## src/rtl/phase_lock_detect.sv

```systemverilog
module phase_lock_detect #(
  parameter int FINE_TICKS   = 3,
  parameter int COARSE_TICKS = 10,
  parameter int LOSS_TICKS   = 25,
  parameter int RUN_LEN      = 5
) (
  input  logic clk,
  input  logic rst_n,
  input  logic pwr_dn,
  input  logic fine_sel,
  input  logic ref_div,
  input  logic fb_div,
  output logic locked
);
  localparam int CW = $clog2(LOSS_TICKS + 1);
  localparam int RW = $clog2(RUN_LEN + 1);
  localparam logic [CW-1:0] FINE_C   = CW'(FINE_TICKS);
  localparam logic [CW-1:0] COARSE_C = CW'(COARSE_TICKS);
  localparam logic [CW-1:0] LOSS_C   = CW'(LOSS_TICKS);
  localparam logic [RW-1:0] LAST_C   = RW'(RUN_LEN - 1);

  logic [2:0] ref_q, fb_q;
  logic pend, pend_ref;
  logic [CW-1:0] tcnt;
  logic [RW-1:0] run;

  // two synchronizer flops plus one history flop per input
  always_ff @(posedge clk or negedge rst_n)
    if (!rst_n) begin
      ref_q <= '0;
      fb_q  <= '0;
    end else begin
      ref_q <= {ref_q[1:0], ref_div};
      fb_q  <= {fb_q[1:0], fb_div};
    end

  logic ref_e, fb_e, other_e, tmo, ev, good_ev;
  logic [CW-1:0] err, win;
  assign ref_e   = ref_q[1] & ~ref_q[2];
  assign fb_e    = fb_q[1] & ~fb_q[2];
  assign other_e = pend_ref ? fb_e : ref_e;
  assign tmo     = pend && !other_e && (tcnt == LOSS_C);
  assign ev      = (!pend && ref_e && fb_e) || (pend && other_e) || tmo;
  assign err     = pend ? tcnt : '0;
  assign win     = fine_sel ? FINE_C : COARSE_C;
  assign good_ev = ev && !tmo && (err < win);

  always_ff @(posedge clk or negedge rst_n)
    if (!rst_n) begin
      pend     <= 1'b0;
      pend_ref <= 1'b0;
      tcnt     <= '0;
    end else if (pwr_dn) begin
      pend     <= 1'b0;
      pend_ref <= 1'b0;
      tcnt     <= '0;
    end else if (!pend) begin
      if (ref_e ^ fb_e) begin
        pend     <= 1'b1;
        pend_ref <= ref_e;
        tcnt     <= CW'(1);
      end
    end else if (other_e || tmo) begin
      pend <= 1'b0;
      tcnt <= '0;
    end else begin
      tcnt <= tcnt + CW'(1);
    end

  always_ff @(posedge clk or negedge rst_n)
    if (!rst_n) begin
      locked <= 1'b0;
      run    <= '0;
    end else if (pwr_dn) begin
      locked <= 1'b0;
      run    <= '0;
    end else if (ev) begin
      if (tmo) begin
        locked <= 1'b0;
        run    <= '0;
      end else if (!locked) begin
        if (!good_ev)            run <= '0;
        else if (run == LAST_C) begin
          locked <= 1'b1;
          run    <= '0;
        end else                 run <= run + RW'(1);
      end
    end

  AST_PD_CLEARS: assert property (@(posedge clk) disable iff (!rst_n)
    pwr_dn |=> !locked);
  AST_DROP_NEEDS_CAUSE: assert property (@(posedge clk) disable iff (!rst_n)
    $fell(locked) |-> $past(tmo || pwr_dn));
  AST_RISE_AFTER_RUN: assert property (@(posedge clk) disable iff (!rst_n)
    $rose(locked) |-> $past(good_ev && run == LAST_C));
  AST_PEND_BOUNDED: assert property (@(posedge clk) disable iff (!rst_n)
    pend |-> tcnt <= LOSS_C);
  AST_HOLD_IN_RANGE: assert property (@(posedge clk) disable iff (!rst_n)
    (locked && ev && !tmo && !pwr_dn) |=> locked);
  AST_BAD_CLEARS_RUN: assert property (@(posedge clk) disable iff (!rst_n)
    (!locked && ev && !good_ev && !pwr_dn) |=> run == '0);
endmodule

```

## config.mk

```make
export PLATFORM = sky130hd
export DESIGN_NAME = phase_lock_detect
export DESIGN_NICKNAME = d
export VERILOG_FILES = /design/src/rtl/phase_lock_detect.sv
export SDC_FILE = /design/constraint.sdc
export NUM_CORES = 1
export LEC_CHECK = 0
export BUFFER_PORTS_ARGS = -buffer_cell sky130_fd_sc_hd__buf_2
export CAP_MARGIN = 20
export CORE_MARGIN = 2
export CORE_UTILIZATION = 40
export CTS_CLUSTER_SIZE = 20
export DETAILED_ROUTE_END_ITERATION = 10
export HOLD_SLACK_MARGIN = 0.05
export PLACE_DENSITY_LB_ADDON = 0.15
export SETUP_SLACK_MARGIN = 0.15
export SLEW_MARGIN = 25
export SYNTH_ARGS = -nofsm -noshare
export SYNTH_HDL_FRONTEND = slang
export SYNTH_SLANG_ARGS = --single-unit
```

## constraint.sdc

```tcl
create_clock -name clk -period 3.3 [get_ports clk]
set_clock_uncertainty 0.05 [all_clocks]
set_input_delay 0.495 -clock clk [delete_from_list [all_inputs] [get_ports clk]]
set_output_delay 0.495 -clock clk [all_outputs]
set_load 0.05 [all_outputs]
```

==> results.toml <==
[critical_path]
ff2ff_setup_slack_ns = 1.39
start_kind = "flip-flop"
path_class = "flip-flop to flip-flop"
r2r-start = "pend"
r2r_cells = 6
worst-path-max-fanout = 9
regToRegEndpoint = "run[2]"
crit_path_end_kind = "flip-flop"
crit_end = "run[2]"
cp.arrival_ns = 2.08
worstSetupStartpoint = "pend"
crit_required_ns = 3.47

[final_layout]
finish.utilization_pct = 46.6
syn2layout_area_growth_pct = 9.49
drive_above_1_share_pct = 21.6
antenna_cells = 0
final_net_count = 109
finalInstanceArea_um2 = 1040
fill_cells = 221

[global_routing]
grt.overflow.total = 0
grt_max_degree = 18
grt_pass1_wl_um = 2620
antenna_found_initial = 0
grt_pass1_vias = 574
grt_usage_pct = 13.8

[pwr]
power.leakage_nw = 0.463
p_sw_share_pct = 28.2
p_comb_share_pct = 14.1
power.switching_mw = 0.114
clkPwrFrac_pct = 28.8
intPower_mw = 0.289
p_per_area_nw_per_um2 = 388
seq_power_share_pct = 57.2
vdd_drop_max_mv = 0.327

[logic_synthesis]
synth_fp_nets = 99
netlist_area_um2 = 950
synth_commonest_cells = "dfrtp_1 (17), nand2_1 (9), nand3_1 (7), a21oi_1 (6)"
synth_warnings = 0
synth.most_common_cell = "dfrtp_1"
ys.flop_type = "dfrtp_1"
yosysSeqAreaShare_pct = 44.8
syn_inst = 88
yosys-top-cells-area = "dfrtp_1 (45%), ha_1 (6.6%), nand3_1 (3.7%)"
ys_types = 31
async_flop_share_pct = 100
synth.top_cell.area_share_pct = 44.8
synth-edff-count = 0
yosysTopAreaCell = "dfrtp_1"
yosys_register_bits = 17
syn_avg_cell_area_um2 = 10.8

[cts]
postCtsSetupRepairBufs = 0
numClockSinks = 17
path_clk_slew_ns = 0.10
cts_root_buf = "clkbuf_4"
clockBufferDepth = 2
cts_tree = "done"
clk_latency_ns = 0.30
ctsResizeCount = 0
cts_made_buffers = 3
h-tree-depth = 1
hold_buffers = 1

[sta]
worst_slew_pin_slew_ns = 0.689
fin_crit_ns = 1.91
hold_violations = 0
fmax_ghz = 0.523
slew_headroom_pct = 54.0
rsz0062_at_grt = "no"
finalSetupTns_ns = 0
drv_slew = 0
fin_crit_sh_pct = 57.9
setup_viol = 0

[drt]
antenna_left = 0
post_drt_wl_per_cell_um = 12.6
drc_errors = 0
drtIter0Drc = 14
drt_pass1_iterations = 4
wirelength_um = 1580
viasPerCell = 5.24
num_vias = 655

[floorplan]
die_w_um = 52.7
die_h_um = 52.7
rows = 17
dieArea_um2 = 2780
start_util_pct = 42.5
core-area_um2 = 2230
ios = 7

[outcome]
status = "complete, no violations"

[place]
dp_hpwl_um = 1170
gp_congestion = 0.824
placed_cell_area_um2 = 1000
numPortBuffers = 6

[worst_hold_path]
hold_class = "input port to flip-flop"

[run]
maxCapViolations = 0
[logic make-up after synthesis]
kind of cell | count (synthesis) | share of synthesized area [%]
AOI/OAI and AO/OA | 22 | 16.1
xor gates and xnor gates | 2 | 2.64
adders and majority gates | 5 | 6.59
buffers and inverters | 6 | 3.16
DFF | 17 | 44.8
muxes | 3 | 4.48
and+or+nand+nor | 33 | 22.3
[cells in the final DEF, fill, tap and decap left out, types with 2 or more instances in the layout]
master    netlist  final
a21o_1          2      2
o21ai_0         4      4
buf_2           0      6
o21ai_1         4      4
dfrtp_1        17     17
inv_1           4      4
nor2_1          5      5
nand3_1         7      7
nor2b_1         3      3
nand2_1         9      9
a21oi_1         6      6
mux2i_1         2      2
clkbuf_4        0      3
ha_1            5      5
[per-stage QoR]
step	hold WS (ns)	instances	setup WS, ns	power (mW)
6_report	0.243	125	1.39	0.403
5_1_grt	0.221	125	1.28	0.429
4_1_cts	0.227	125	1.37	0.410
3_5_place_dp	0.286	120	1.41	0.291
3_3_place_gp	0.288	120	1.45	0.291
2_1_floorplan	0.149	88	1.54	0.276
[state kept, by name, summed over array words and instances (netlist names)]
signal / flops
pend_ref: 1
ref_q: 3
pend: 1
tcnt: 5
fb_q: 3
locked: 1
run: 3
[power by group through the flow]
stage	Sequential [mW]	Clock (mW)	Combinational, mW
2_1_floorplan	0.228	0	0.0477
3_3_place_gp	0.234	0	0.0568
3_5_place_dp	0.234	0	0.0564
4_1_cts	0.230	0.123	0.0575
5_1_grt	0.232	0.133	0.0633
6_report	0.230	0.116	0.0568
[worst max-delay path, stage by stage (launching register included)]
cell and delay (ns):
dfrtp_1 0.51, and2_4 0.22, ha_1 0.23, a2111oi_4 0.32, or3_4 0.20, nand4b_1 0.10, a31oi_1 0.20
[final cells by class]
type                            count  area [um^2]  area share (%)
Clock inverter                      1         7.51           0.722
Clock buffer                        3         22.5            2.17
Sequential cell                    17          425            40.9
Multi-Input combinational cell     65          494            47.5
Timing Repair Buffer                7         40.0            3.85
Tap cell                           28         35.0            3.37
Inverter                            4         15.0            1.44
[per-layer routing]
layer | part of all wire [%] | up-vias | track usage (%) | routed length [um]
met1 | 50 | 309 | 18.7 | 791
met4 | 3.5 | 0 | 11.5 | 56
li1 | - | 330 | - | -
met2 | 43 | 11 | 18.1 | 678
met5 | 0 | - | 0 | 0
met3 | 3.2 | 5 | 3.43 | 51
[how the worst min path moves through the flow]
stage	slack, ns	from	to	depth (start not counted)
finish	0.24	fb_div	fb_q[0]	1
global placement	0.29	fb_q[0]	fb_q[1]	0
global route	0.22	fb_div	fb_q[0]	1
detailed placement	0.29	fb_q[0]	fb_q[1]	0
CTS	0.23	fb_div	fb_q[0]	1
floorplan	0.15	rst_n	fb_q[0]	0
No activity file was read; power rests on OpenSTA's default activity.
